### src/rtl/adc_serial_pkg.sv
package adc_serial_pkg;

    typedef enum logic [1:0] {
        PWR_RUN = 2'd0,
        PWR_NAP = 2'd1,
        PWR_OFF = 2'd2
    } pwr_state_e;

endpackage

### src/rtl/adc_serial_sync.sv
module adc_serial_sync #(
    parameter int STAGES = 2
) (
    input  logic clk_i,
    input  logic rst_ni,
    input  logic async_i,
    output logic fall_o,
    output logic rise_o
);
    logic [STAGES-1:0] sh_q;
    logic              prev_q;
    logic              last_w;

    assign last_w = sh_q[STAGES-1];

    generate
        if (STAGES > 1) begin : g_chain
            always_ff @(posedge clk_i or negedge rst_ni) begin
                if (!rst_ni) sh_q <= '1;
                else         sh_q <= {sh_q[STAGES-2:0], async_i};
            end
        end else begin : g_single
            always_ff @(posedge clk_i or negedge rst_ni) begin
                if (!rst_ni) sh_q <= '1;
                else         sh_q <= async_i;
            end
        end
    endgenerate

    always_ff @(posedge clk_i or negedge rst_ni) begin
        if (!rst_ni) prev_q <= 1'b1;
        else         prev_q <= last_w;
    end

    assign fall_o = prev_q & ~last_w;
    assign rise_o = ~prev_q & last_w;

endmodule

### src/rtl/adc_serial_bitsel.sv
module adc_serial_bitsel #(
    parameter int LEAD   = 3,
    parameter int DATA_W = 10,
    parameter int SUB_W  = 2,
    parameter int CNT_W  = 5
) (
    input  logic [CNT_W-1:0]        cnt_i,
    input  logic [DATA_W+SUB_W-1:0] payload_i,
    output logic                    bit_o
);
    localparam int P     = DATA_W + SUB_W;
    localparam int IDX_W = $clog2(P);

    int               kpos;
    logic [IDX_W-1:0] idx;

    always_comb begin
        kpos  = int'(cnt_i);
        idx   = '0;
        bit_o = 1'b0;
        if (kpos > LEAD && kpos <= LEAD + P) begin
            idx   = IDX_W'(LEAD + P - kpos);
            bit_o = payload_i[idx];
        end
    end

endmodule

### src/rtl/adc_serial_ctrl.sv
module adc_serial_ctrl
    import adc_serial_pkg::*;
#(
    parameter int DATA_W      = 10,
    parameter int SUB_W       = 2,
    parameter int LEAD        = 3,
    parameter int SYNC_STAGES = 2
) (
    input  logic              clk_i,
    input  logic              rst_ni,
    input  logic              cnvst_i,
    input  logic [DATA_W-1:0] sample_i,
    input  logic [SUB_W-1:0]  sub_i,
    output logic              dout_o,
    output logic              dout_oe_o,
    output logic [1:0]        pwr_state_o,
    output logic              track_o,
    output logic              result_valid_o
);
    localparam int P         = DATA_W + SUB_W;
    localparam int FRAME_LEN = LEAD + P + 1;
    localparam int CONT_LO   = FRAME_LEN - 2;
    localparam int PD_LO     = LEAD + 1;
    localparam int CNT_W     = $clog2(FRAME_LEN + 1);

    typedef struct packed {
        logic [CNT_W-1:0] cnt;
        logic             busy;
        logic             wake;
        logic             oe;
        logic             cont;
        pwr_state_e       pwr;
        logic             cal_pend;
        logic             valid;
        logic [P-1:0]     payload;
    } ctrl_t;

    ctrl_t st_d, st_q;
    logic  fall_w, rise_w, bit_w;

    adc_serial_sync #(.STAGES(SYNC_STAGES)) sync_i (
        .clk_i  (clk_i),
        .rst_ni (rst_ni),
        .async_i(cnvst_i),
        .fall_o (fall_w),
        .rise_o (rise_w)
    );

    adc_serial_bitsel #(
        .LEAD  (LEAD),
        .DATA_W(DATA_W),
        .SUB_W (SUB_W),
        .CNT_W (CNT_W)
    ) bitsel_i (
        .cnt_i    (st_q.cnt),
        .payload_i(st_q.payload),
        .bit_o    (bit_w)
    );

    always_comb begin
        st_d = st_q;
        if (st_q.busy && st_q.cnt != CNT_W'(FRAME_LEN))
            st_d.cnt = st_q.cnt + 1'b1;

        if (fall_w) begin
            st_d.cnt  = '0;
            st_d.busy = 1'b1;
            st_d.oe   = 1'b1;
            st_d.cont = 1'b0;
            if (st_q.pwr == PWR_RUN) begin
                st_d.wake     = 1'b0;
                st_d.payload  = {sample_i, sub_i};
                st_d.valid    = ~st_q.cal_pend;
                st_d.cal_pend = 1'b0;
            end else begin
                st_d.wake  = 1'b1;
                st_d.valid = 1'b0;
            end
        end else if (st_q.busy && rise_w) begin
            if (st_q.cnt >= CNT_W'(CONT_LO)) begin
                if (st_q.wake || st_q.cnt == CNT_W'(FRAME_LEN)) begin
                    st_d.busy = 1'b0;
                    st_d.oe   = 1'b0;
                    if (st_q.wake) st_d.pwr = PWR_RUN;
                end else begin
                    st_d.cont = 1'b1;
                end
            end else if (st_q.cnt >= CNT_W'(PD_LO)) begin
                st_d.busy = 1'b0;
                st_d.oe   = 1'b0;
                st_d.pwr  = (st_q.pwr == PWR_RUN) ? PWR_NAP : PWR_OFF;
            end else begin
                st_d.busy = 1'b0;
                st_d.oe   = 1'b0;
            end
        end else if (st_q.busy && st_q.cnt == CNT_W'(FRAME_LEN)) begin
            st_d.busy = 1'b0;
            st_d.oe   = st_q.cont;
            if (st_q.wake) st_d.pwr = PWR_RUN;
        end
    end

    always_ff @(posedge clk_i or negedge rst_ni) begin
        if (!rst_ni) begin
            st_q          <= '0;
            st_q.pwr      <= PWR_RUN;
            st_q.cal_pend <= 1'b1;
        end else begin
            st_q <= st_d;
        end
    end

    assign dout_o         = st_q.busy & ~st_q.wake & bit_w;
    assign dout_oe_o      = st_q.oe;
    assign pwr_state_o    = st_q.pwr;
    assign track_o        = ~st_q.busy | (st_q.cnt >= CNT_W'(CONT_LO));
    assign result_valid_o = st_q.valid;

    a_r2_start_drives: assert property (@(posedge clk_i) disable iff (!rst_ni)
        fall_w |=> (dout_oe_o && st_q.cnt == '0 && !dout_o));

    a_r12_pwr_legal: assert property (@(posedge clk_i) disable iff (!rst_ni)
        pwr_state_o != 2'd3);

    a_r12_no_skip: assert property (@(posedge clk_i) disable iff (!rst_ni)
        (pwr_state_o == 2'd0) |=> (pwr_state_o != 2'd2));

    a_r8_wake_len: assert property (@(posedge clk_i) disable iff (!rst_ni)
        (pwr_state_o != 2'd0) |=> (pwr_state_o != 2'd0 || $past(st_q.cnt) >= CNT_W'(CONT_LO)));

    a_r6_nap_released: assert property (@(posedge clk_i) disable iff (!rst_ni)
        (pwr_state_o == 2'd0) |=> (pwr_state_o != 2'd1 || !dout_oe_o));

    a_r4_hiz_low: assert property (@(posedge clk_i) disable iff (!rst_ni)
        !dout_oe_o |-> !dout_o);

    a_r3_lead_zero: assert property (@(posedge clk_i) disable iff (!rst_ni)
        (st_q.busy && st_q.cnt <= CNT_W'(LEAD)) |-> !dout_o);

endmodule

### config.mk
export PLATFORM = sky130hd
export DESIGN_NAME = adc_serial_ctrl
export DESIGN_NICKNAME = d
export VERILOG_FILES = /design/src/rtl/adc_serial_pkg.sv /design/src/rtl/adc_serial_sync.sv /design/src/rtl/adc_serial_bitsel.sv /design/src/rtl/adc_serial_ctrl.sv
export SDC_FILE = /design/constraint.sdc
export NUM_CORES = 1
export LEC_CHECK = 0
export BUFFER_PORTS_ARGS = -buffer_cell sky130_fd_sc_hd__clkbuf_2
export CAP_MARGIN = 20
export CORE_ASPECT_RATIO = 0.8
export CORE_MARGIN = 1
export CORE_UTILIZATION = 55
export DETAILED_ROUTE_END_ITERATION = 10
export GPL_TIMING_DRIVEN = 1
export MAX_ROUTING_LAYER = met4
export PLACE_DENSITY = 0.77
export SYNTH_ARGS = -nofsm -noshare
export SYNTH_HDL_FRONTEND = slang
export SYNTH_SLANG_ARGS = --single-unit
### constraint.sdc
create_clock -name clk_i -period 1.8 [get_ports clk_i]
set_input_delay 0.09 -clock clk_i [delete_from_list [all_inputs] [get_ports clk_i]]
set_output_delay 0.09 -clock clk_i [all_outputs]
set_load 0.05 [all_outputs]
=== Word level (Yosys, flattened, before mapping) ===
Index checks and enable logic that the tools add are counted.

* Add/subtract/negate cells: 2
* Multipliers: 0
* Div/mod/pow operators: 0
* Order comparisons: 5
* Equal/unequal tests: 6
* Shifts and indexed selects: 0
* Muxes and demuxes: 25
* Bitwise gates (word level): 11
* Reduce and logical (&&, ||, !) cells: 15

{| class="wikitable"
|+ Operator list
! kind !! count
|-
| 2-to-1 mux 2 bit || 8
|-
| 2-to-1 mux 1 bit || 14
|-
| 2-to-1 mux 5 bit || 2
|-
| nonzero test 2 bit || 4
|-
| inverter 1 bit || 6
|-
| adder 5 x 1 -> 5 bit (second input constant) || 1
|-
| == test 5 bit (second input constant) || 1
|-
| greater-or-equal comparator 5 x 3 -> 1 bit (second input constant) || 1
|-
| greater-or-equal comparator 5 x 4 -> 1 bit (second input constant) || 1
|-
| > comparator 5 x 2 -> 1 bit (second input constant) || 1
|-
| less-or-equal comparator 5 x 4 -> 1 bit (second input constant) || 1
|-
| less-than comparator 4 x 5 -> 1 bit (second input constant) || 1
|-
| inequality test 5 bit (second input constant) || 1
|-
| AND 1 bit || 4
|-
| binary-select mux 1 bit (select 4 bit) || 1
|-
| logical AND 1 bit || 4
|-
| inequality test 4 x 3 -> 1 bit (second input constant) || 1
|-
| AND reduction 2 bit || 2
|-
| AND reduction 4 bit || 1
|-
| subtractor 4 bit (first input constant) || 1
|-
| inequality test 3 x 1 -> 1 bit (second input constant) || 1
|-
| inequality test 3 x 2 -> 1 bit (second input constant) || 1
|-
| AND reduction 3 bit || 1
|-
| nonzero test 3 bit || 1
|-
| other kinds (4) || 4
|}

* Bits in registers: 28
* Bits in latches: 0
* Memory bits (writable): 0
* ROM bits: 0
* Input port bits: 15
* Memories: 0

=== Logic depth before layout (Yosys ltp) ===
Gate-level depths: netlist (run 1).

* Word-level depth: 6
* Gate-level depth with buffers: 7
* Gate-level depth less buffers: 6

=== Hierarchy ===
A second synthesis (run 1) with hierarchy kept.

* Cells, all modules: 116
* Area, all modules: 1378.8 µm²

{| class="wikitable"
|+ By module, submodules not included
! module !! times used !! cells an instance !! area an instance (µm²)
|-
| adc_serial_ctrl || 1 || 100 || 1166.1
|-
| adc_serial_bitsel || 1 || 11 || 118.9
|-
| adc_serial_sync || 1 || 5 || 93.8
|}

=== Least setup slack after synthesis (run 1) ===
Ideal clock, no wire load.

* Path kind: flip-flop to output port
* Start: register st_q[21] in the netlist's numbering
* End: output port dout_o
* Data arrival time: 1750 ps
* Data required time: 1710 ps
* Slack: -40 ps
* Cell stages (with the launch flop): 6
* Path buffers: 1
* Path through: dfrtp_1 > buf_6 > mux4_1 > mux2_2 > nand2_1 > a21oi_1

* Longest elaborated chain between the ends: 5
* Elaborated cells between the ends (all ways): 8
* Classes of those cells: 1 x add/sub; 2 x order compare; 3 x mux; 1 x bitwise; 1 x reduce/logical

{| class="wikitable"
|+ RTL lines
! element !! line !! source
|-
| start, declared || adc_serial_ctrl.sv:38 || <nowiki>ctrl_t st_d, st_q;</nowiki>
|-
| start signal, assigned || adc_serial_ctrl.sv:109 || <nowiki>st_q <= st_d;</nowiki>
|-
| subtractor 4 bit || adc_serial_bitsel.sv:22 || <nowiki>idx = IDX_W'(LEAD + P - kpos);</nowiki>
|-
| binary-select mux 1 bit (select 4 bit) || adc_serial_bitsel.sv:23 || <nowiki>bit_o = payload_i[idx];</nowiki>
|-
| 2-to-1 mux 1 bit (not written as such) || adc_serial_bitsel.sv:23 ||
|-
| 2-to-1 mux 1 bit (*) || adc_serial_bitsel.sv:21 || <nowiki>if (kpos > LEAD && kpos <= LEAD + P) begin</nowiki>
|-
| AND 1 bit (*) || adc_serial_ctrl.sv:113 || <nowiki>assign dout_o = st_q.busy & ~st_q.wake & bit_w;</nowiki>
|-
| end, declared || adc_serial_ctrl.sv:14 || <nowiki>output logic dout_o,</nowiki>
|}

Every way passes the cells marked *; elsewhere a longest branch is shown, timed or not. The select of a mux whose other input is x is not followed.

=== Worst setup path in the final report (run 1) ===
Same ends and word-level chain as after synthesis.

==> impl_metrics.yaml, run 1 <==
layout:
  final_nets: 175
  final_util_pct: 71.57
  finalNonFillerCells: 192
  fillers: 197
  stdcell_area_sq_mm: 0.001748
  antenna_cells: 0
  area_delta_synth_final_pct: 23.96
  drive_gt1_share_pct: 37.18
clock_network:
  clock_sinks: 28
  clockBufferDepth: 2
  insertion_delay_ps: 340
  clkTransAtPathRegs_ps: 160
  cts_tree: "yes"
  cts_buffers: 3
  clockRootBuffer: "clkbuf_4"
  h-tree-depth: 1
setup_path:
  r2r_end: "st_q[19]"
  r2r_start: "st_q[21]"
  crit_start: "st_q[21]"
  crit_path_end: "dout_o"
  rrSetupSlack_ps: 120
  cp-end-kind: "output pin"
  critPathMaxFanout: 3
  worstSetupStartpointType: "register"
  cp.required_ps: 1710
  r2r_cells: 7
  arrival_ps: 1860
  critical_path_class: "reg -> out"
placement:
  portBuffers: 20
  place_ws_ps: 135.8
  dpl-instance-area_sq_mm: 0.001536
  placed_cells: 174
  hpwl_mm: 1.870
  place.gp.congestion: 0.8705
timing:
  maxSlewViolCount: 0
  slew_headroom_pct: 55.11
  tightest_slew_ps: 673.3
  fin_crit_ps: 1946
  rsz0062_at_grt: "true"
  fin_setup_tns_ps: -146.4
  finalCritPeriodShare_pct: 108.1
  worst_clock_skew_ps: 4.682
  holdWs_ps: 289.5
  setup_slack_ps: -146.4
  setup_viol: 1
  max_freq_ghz: 0.5138
  hold_viol: 0
global_routing:
  antenna_found_initial: 0
  grt_use_total_pct: 25.59
  grt-ovfl-total: 0
  grt_pass1_vias: 1033
  grt_pass1_wl_mm: 4.830
  grt_start_max_net_pins: 29
synthesis:
  async_reset_ff_share_pct: 100.0
  syn_area_sq_mm: 0.001410
  yosysWarningCount: 0
  seq_area_frac_synth_pct: 50.04
  synth_area_per_cell_sq_um: 11.56
  synth-edff-count: 0
  ys_ff_latch: 28
  synth_top_cell_area_share_pct: 42.59
  syn_nets: 140
  ys_types: 35
  dominantRegCellSynth: "dfrtp_1"
  synth_area_leaders: "dfrtp_1, mux2_2, dfstp_2"
  synth_top_area_cell: "dfrtp_1"
  synth_cells: 122
detailed_routing:
  dr.pass1.iters: 4
  drt_wl_total_mm: 2.952
  drc: 0
  first_iter_violations: 43
  wire_per_inst_microns: 15.38
  routed-via-count: 1098
  postRouteAntennaNets: 0
  via_per_inst: 5.719
floorplan:
  dieArea_sq_mm: 0.002772
  die-height_microns: 47.29
  core.rowCount: 16
  die_w_microns: 58.61
  core_area_sq_mm: 0.002442
  io_pins: 21
  start_util_pct: 57.74
flow_run:
  cap_violations: 0
worst_hold_path:
  hold_class: "in -> async"
outcome:
  status: "finished with violations"
  failed_checks: "setup timing"
power_and_ir_drop:
  ir_worst_vdd_uv: 712.1
  power.leakage_nw: 0.7750
  power.total_mw: 2.268
  power_density_mw_per_mm2: 1297
-- cells in the final DEF, fill, tap and decap left out, types with 4 or more instances in the layout --
cell type	netlist	layout
clkbuf_2	0	19
nor2_1	11	11
mux2_2	13	12
a21oi_1	7	6
dfrtp_1	24	22
nand2_1	6	5
dfstp_2	4	4
buf_4	4	4
inv_1	8	8
dlygate4sd3_1	0	14
-- what timing repair did --
action | 4_1_cts | 5_1_grt
endpoints found under the hold margin | 36 | 1
pin swaps | 0 | 1
resized for setup | 7 | 5
setup endpoints to repair | 1 | 5
hold buffers | 13 | 1
buffers inserted | 0 | 0
cloned | 0 | 0
-- metal layers --
metal	track usage, %	up-vias	routed length (microns)	share of wire (%)
met3	6.887	9	224	7.6
met4	11.90	0	61	2.1
met2	39.31	54	1447	49
met5	-	-	0	0
li1	-	494	-	-
met1	32.10	541	1217	41
-- logic make-up (layout without fill, tap and decap cells) --
kind of cell	after synthesis	after routing	share of synthesized area (%)
xor gates and xnor gates	3	3	1.864
and+or+nand+nor	35	35	14.20
buffers and inverters	17	51	6.388
DFF	28	28	50.04
adders and majority gates	3	3	2.662
AOI/OAI and AO/OA	20	20	8.874
muxes	16	16	15.97
-- state kept, by name, indices dropped and copies added, names as in the netlist --
register / flops
dout_oe_o: 1
st_q: 21
sync_i.prev_q: 1
result_valid_o: 1
pwr_state_o: 2
sync_i.sh_q: 2
-- worst max-delay path, stage by stage (launching register included) --
cell and delay (ps):
dfrtp_2 440, mux4_2 520, mux2_4 270, nand2_2 70, a21oi_2 60, buf_8 150
-- how the worst min path moves through the flow --
stage | start | endpoint | slack (ps) | cells past startpoint
2_1_floorplan | rst_ni | dout_oe_o | -210 | 0
3_3_place_gp | rst_ni | pwr_state_o[1] | 150 | 1
3_5_place_dp | rst_ni | pwr_state_o[1] | 160 | 1
4_1_cts | sample_i[1] | st_q[3] | 1 | 2
5_1_grt | rst_ni | st_q[19] | 350 | 2
6_report | rst_ni | pwr_state_o[1] | 290 | 2
-- power breakdown --
| part | switching (mW) | internal (mW) | leakage (nW) |
|---|---|---|---|
| sequential | 0.211 | 0.820 | 0.332 |
| combinational | 0.419 | 0.397 | 0.415 |
| clock | 0.196 | 0.226 | 0.0279 |
| total | 0.826 | 1.44 | 0.775 |
-- synth_stat cells, types with 2 or more instances --
| library cell | count |
|---|---|
| nand3b_1 | 2 |
| buf_4 | 4 |
| nand2b_1 | 2 |
| nand2_1 | 6 |
| xor2_1 | 2 |
| nor3_1 | 2 |
| inv_1 | 8 |
| a31oi_1 | 3 |
| a41oi_1 | 3 |
| o21ai_0 | 4 |
| dfstp_2 | 4 |
| nor2_1 | 11 |
| a21oi_1 | 7 |
| dfrtp_1 | 24 |
| ha_1 | 3 |
| or2_2 | 2 |
| buf_2 | 3 |
| mux2_2 | 13 |
| mux4_1 | 3 |
-- layout make-up --
class                           instances  area, sq um  share of cell area (%)
Sequential cell                        28        708.2                   40.52
Multi-Input combinational cell         77        620.6                   35.50
Timing Repair Buffer                   39        291.5                   16.68
Tap cell                               36        45.04                   2.577
Clock inverter                          1        30.03                   1.718
Inverter                                8        30.03                   1.718
Clock buffer                            3        22.52                   1.288
(Power assumes the default switching activity.)
==> run 2, diff against run 1 <==
- CORE_UTILIZATION: 55 -> 30
- PLACE_DENSITY: 0.77 -> default
==> run 2 against run 1 <==
  * The run still ends with setup timing left
  * Clock skew fell by 3.1 ps
  * Critical path depth did not move
  * Power rose by 1.1%
  * Sequential power barely moved
  * Hold slack got worse by 240 ps
  * Die area rose by 80%
  * Count of clock-buffer cells in the layout did not move
  * Combinational power fell by 3.4%
  * Design area fell by 4.3%
  * Fmax rose by 6.2%
  * Non-clock buffer count fell by 12
==> impl_metrics.yaml, run 2 (synthesized netlist as in run 1, its figures left out) <==
outcome:
  status: "finished with violations"
  failed_checks: "setup timing"
floorplan:
  start_util_pct: 32.53
  die_w_microns: 78.65
  die-height_microns: 63.32
  core_area_sq_mm: 0.004335
  core.rowCount: 21
  io_pins: 21
  dieArea_sq_mm: 0.004980
layout:
  largest_register_ffs: 21
  antenna_cells: 0
  final_common_cell: "dfrtp_1"
  final_util_pct: 38.59
  fillers: 428
  area_delta_synth_final_pct: 18.63
  multi_input_area_sq_um: 620.6
  seqCellArea_sq_um: 708.2
  top_register: "st_q"
  final_nets: 163
  final_cell_mix: "dfrtp_1, clkbuf_2, mux2_2, nor2_1, inv_1"
  drive_gt1_share_pct: 40.28
timing:
  max_freq_ghz: 0.5455
  slew_headroom_pct: 54.71
  maxSlewViolCount: 0
  setup_viol: 1
  worst_clock_skew_ps: 1.590
  setup_slack_ps: -33.28
  tightest_slew_ps: 679.3
  finalCritPeriodShare_pct: 101.8
  fin_crit_ps: 1833
  hold_viol: 0
  rsz0062_at_grt: "true"
power_and_ir_drop:
  p_sw_share_pct: 34.58
  p_switching_mw: 0.7929
  power_density_mw_per_mm2: 1371
  internal_power_mw: 1.500
  power.total_mw: 2.293
  ir_worst_vdd_uv: 596.6
  p_seq_share_pct: 44.6
  pwr-share-comb_pct: 34.4
  power.leakage_nw: 0.7327
  pwr-share-clk_pct: 21.1
setup_path:
  max_stage_delay_ps: 510
  critical_path_class: "reg -> out"
  crit_start: "st_q[21]"
  cp-end-kind: "output pin"
  critPathTopFamily: "multiplexers"
  cp.required_ps: 1710
  r2r_start: "st_q[21]"
  worstSetupStartpointType: "register"
  critPathMaxFanout: 3
  crit_path_cell_trace: "mux4_2, mux2_4, nand2_2, a21oi_2, buf_8"
  arrival_ps: 1740
  path_buf_inv: 1
  cp_slowest_cell: "mux4_2"
global_routing:
  grt_pass1_vias: 1022
  grt_use_met1_pct: 17.17
  busiest_layer: "met2"
  grt_start_max_net_pins: 29
  use_met2_pct: 20.00
  grt_pass1_wl_mm: 4.899
  antenna_found_initial: 0
  grt_use_total_pct: 13.09
  grt.met3_usage_pct: 3.478
  grt-ovfl-total: 0
worst_hold_path:
  hold_class: "in -> reg"
  hold_start: "sample_i[7]"
clock_network:
  h-tree-depth: 1
  clockRootBuffer: "clkbuf_8"
  clockBufferDepth: 2
  cts_tree: "yes"
  clkTransAtPathRegs_ps: 90
  insertion_delay_ps: 270
  clock_sinks: 28
  cts_buffers: 3
detailed_routing:
  drt_wl_total_mm: 2.652
  postRouteAntennaNets: 0
  dr.pass1.iters: 4
  drc: 0
  wire_per_inst_microns: 13.19
  first_iter_violations: 83
  routed-via-count: 967
  via_per_inst: 4.811
flow_run:
  cap_violations: 0
placement:
  portBuffers: 20
  place.gp.congestion: 0.8220
  hpwl_mm: 1.937
[run 2: routing by layer]
metal | wire, microns | vias to the layer above
li1 | - | 473
met1 | 1363 | 474
met2 | 1162 | 18
met3 | 109 | 2
met4 | 16 | 0
met5 | 0 | -
[run 2: metrics by stage]
step	worst slack, ps	hold WS (ps)	cells	TNS, ps	instance area [sq um]
2_1_floorplan	219.2	-205.6	122	0	1414
3_3_place_gp	165.1	160.6	195	0	1563
3_5_place_dp	118.7	168.8	195	0	1563
4_1_cts	-92.88	35.97	201	-92.88	1663
5_1_grt	-124.0	21.79	201	-124.0	1673
6_report	-33.28	45.05	201	-33.28	1673
[run 2: power groups by stage]
| stage | clock [mW] | combinational [mW] | sequential (mW) |
|---|---|---|---|
| 4_1_cts | 0.505 | 0.788 | 1.02 |
| 3_5_place_dp | 0 | 0.758 | 1.02 |
| 2_1_floorplan | 0 | 0.659 | 0.954 |
| 3_3_place_gp | 0 | 0.739 | 1.02 |
| 5_1_grt | 0.541 | 0.876 | 1.06 |
| 6_report | 0.483 | 0.788 | 1.02 |
[run 2: final timing paths]
path	to	slack, ps	cells after the start
max	dout_o	-30	5
min	st_q[9]	50	2
max reg2reg	st_q[20]	160	7
min reg2reg	sync_i.sh_q[1]	360	0
max in group asynchronous	st_q[20]	930	2
min in group asynchronous	st_q[24]	390	2
[run 2: worst register-to-register path, cell delays in order, from the launching register on]
cell and delay (ps):
dfrtp_2 410, buf_6 130, inv_1 40, ha_1 180, and4bb_2 260, nor2_1 290, xnor2_1 160, nor2_1 60
[run 2: timing repair]
action | 4_1_cts | 5_1_grt
hold buffers | 2 | 0
setup endpoints to repair | 1 | 4
setup buffers | 0 | 0
pin swaps | 1 | 0
resized for setup | 8 | 4
endpoints found under the hold margin | 25 | 0
[run 2: cell type report]
type                       instances  share of cell area, %
sequential                        28                  42.33
clock inverter                     1                  1.795
timing repair buffer              27                  10.25
tap                               57                  4.263
multi-input combinational         77                  37.10
inverter                           8                  1.795
clock buffer                       3                  2.468
==> run 3, diff against run 2 <==
- PLACE_DENSITY_LB_ADDON: default -> 0.1
- SETUP_SLACK_MARGIN: default -> 0.4
==> run 3 against run 2 <==
  * The run still ends with setup timing left
  * Register-to-register slack improved by 60 ps
  * Count of clock-buffer cells in the layout is the same
  * Non-clock buffer count up 14
  * First-iteration DRC count up 47%
  * Clock power increased by 5.0%
  * Combinational power rose by 64%
  * Fmax down 2.2%
  * Critical path type unchanged
==> impl_metrics.yaml, run 3 (synthesized netlist as in run 1, its figures left out) <==
outcome:
  status: "finished with violations"
  failed_checks: "setup timing"
timing:
  maxSlewViolCount: 0
  setup_slack_ps: -74.17
  tightest_slew_ps: 709.2
  worst_clock_skew_ps: 7.590
  slew_headroom_pct: 52.72
  fin_crit_ps: 1874
  max_freq_ghz: 0.5336
  rsz0062_at_grt: "true"
  finalCritPeriodShare_pct: 104.1
  setup_viol: 1
  hold_viol: 0
  fin_setup_tns_ps: -74.17
power_and_ir_drop:
  ir_worst_vdd_uv: 618.1
  power.leakage_nw: 0.8876
  power_density_mw_per_mm2: 1405
  power.total_mw: 2.846
setup_path:
  cp_slowest_cell: "mux4_2"
  critPathTopFamily: "multiplexers"
  cp.required_ps: 1710
  critical_path_class: "reg -> out"
  cp-end-kind: "output pin"
  max_stage_delay_ps: 510
  worstSetupStartpointType: "register"
  cp.depth: 5
  critPathMaxFanout: 4
  r2r_cells: 8
  arrival_ps: 1780
  crit_path_cell_trace: "mux4_2, mux2_4, nand2_4, a21oi_4, buf_8"
  path_buf_inv: 1
flow_run:
  cap_violations: 0
layout:
  final_util_pct: 46.72
  top_register: "st_q"
  fillers: 385
  stdcell_area_sq_mm: 0.002026
  drive_gt1_share_pct: 58.86
  final_cell_mix: "dfrtp_1, clkbuf_2, mux2_4, buf_4, nor2_1"
  area_delta_synth_final_pct: 43.66
  final_nets: 177
  antenna_cells: 0
  seqCellArea_sq_um: 710.7
  final_common_cell: "dfrtp_1"
  largest_register_ffs: 21
  multi_input_area_sq_um: 808.3
detailed_routing:
  postRouteAntennaNets: 0
  wire_per_inst_microns: 15.66
  drc: 0
  drt_wl_total_mm: 3.367
  routed-via-count: 1082
  via_per_inst: 5.033
  first_iter_violations: 122
  dr.pass1.iters: 4
global_routing:
  grt_use_total_pct: 15.44
  antenna_found_initial: 0
  grt_start_max_net_pins: 29
  grt-ovfl-total: 0
  grt_pass1_vias: 1123
  grt_pass1_wl_mm: 5.720
clock_network:
  cts_buffers: 3
  insertion_delay_ps: 280
  cts_tree: "yes"
  clock_sinks: 28
  h-tree-depth: 1
  clockBufferDepth: 2
  clockRootBuffer: "clkbuf_8"
  clkTransAtPathRegs_ps: 100
placement:
  hpwl_mm: 2.048
  dpl-instance-area_sq_mm: 0.001615
  portBuffers: 20
  place_ws_ps: 90.05
  place.gp.congestion: 0.8094
floorplan:
  core_area_sq_mm: 0.004335
  die_w_microns: 78.65
  dieArea_sq_mm: 0.004980
  core.rowCount: 21
  io_pins: 21
  start_util_pct: 32.53
  die-height_microns: 63.32
worst_hold_path:
  hold_class: "in -> reg"
  min_path_cells: 2
## run 3: changes by cell type in the layout (fill, tap and decap cells not counted), sizes merged
cell	change
buf	+14
## run 3: per-layer routing
layer,GRT usage (%),vias up,share of wire [%]
met1,20.33,541,47
met5,-,-,0
met4,4.630,0,1.8
met2,23.91,34,46
li1,-,501,-
met3,3.188,6,4.8
## run 3: timing repair
item,CTS,global route
pin swaps,12,7
cloned,1,0
buffers inserted,12,2
endpoints found under the hold margin,25,0
hold buffers,2,0
setup endpoints to repair,23,25
resized for setup,36,12
## run 3: worst reg2reg max path: cells and delay by family (launching register included)
family | cells | cell delay (ps)
flip-flops | 1 | 430
AND/OR/NAND/NOR | 2 | 430
buffers and inverters | 3 | 320
adder cells (fa/ha/maj) | 1 | 130
AO/OA/AOI/OAI | 2 | 160
## run 3: final cells by class
| cell class | count | share of cell area [%] |
|---|---|---|
| Inverter | 8 | 1.482 |
| Tap cell | 57 | 3.521 |
| Multi-Input combinational cell | 77 | 39.90 |
| Timing Repair Buffer | 41 | 16.49 |
| Sequential cell | 28 | 35.08 |
| Clock inverter | 1 | 1.482 |
| Clock buffer | 3 | 2.038 |
## run 3: worst paths after layout
check / start / end / slack [ps]
max in group asynchronous: rst_ni / st_q[19] / 910
worst max register to register: st_q[20] / pwr_state_o[1] / 220
worst max-delay path: st_q[21] / dout_o / -70
min in group asynchronous: rst_ni / st_q[10] / 380
worst min register to register: sync_i.sh_q[0] / sync_i.sh_q[1] / 360
worst min-delay path: sample_i[8] / st_q[10] / 30
## run 3: per-stage QoR
| step | hold slack (ps) | cells |
|---|---|---|
| CTS | 32.21 | 213 |
| global placement | 169.2 | 194 |
| detailed placement | 170.3 | 194 |
| finish | 31.16 | 215 |
| global route | 18.26 | 215 |
| floorplan | -205.6 | 122 |
## run 3: report_power, final
part / switching (mW) / total [mW] / internal, mW
Combinational: 0.590 / 1.29 / 0.702
Clock: 0.209 / 0.507 / 0.298
Sequential: 0.226 / 1.05 / 0.821
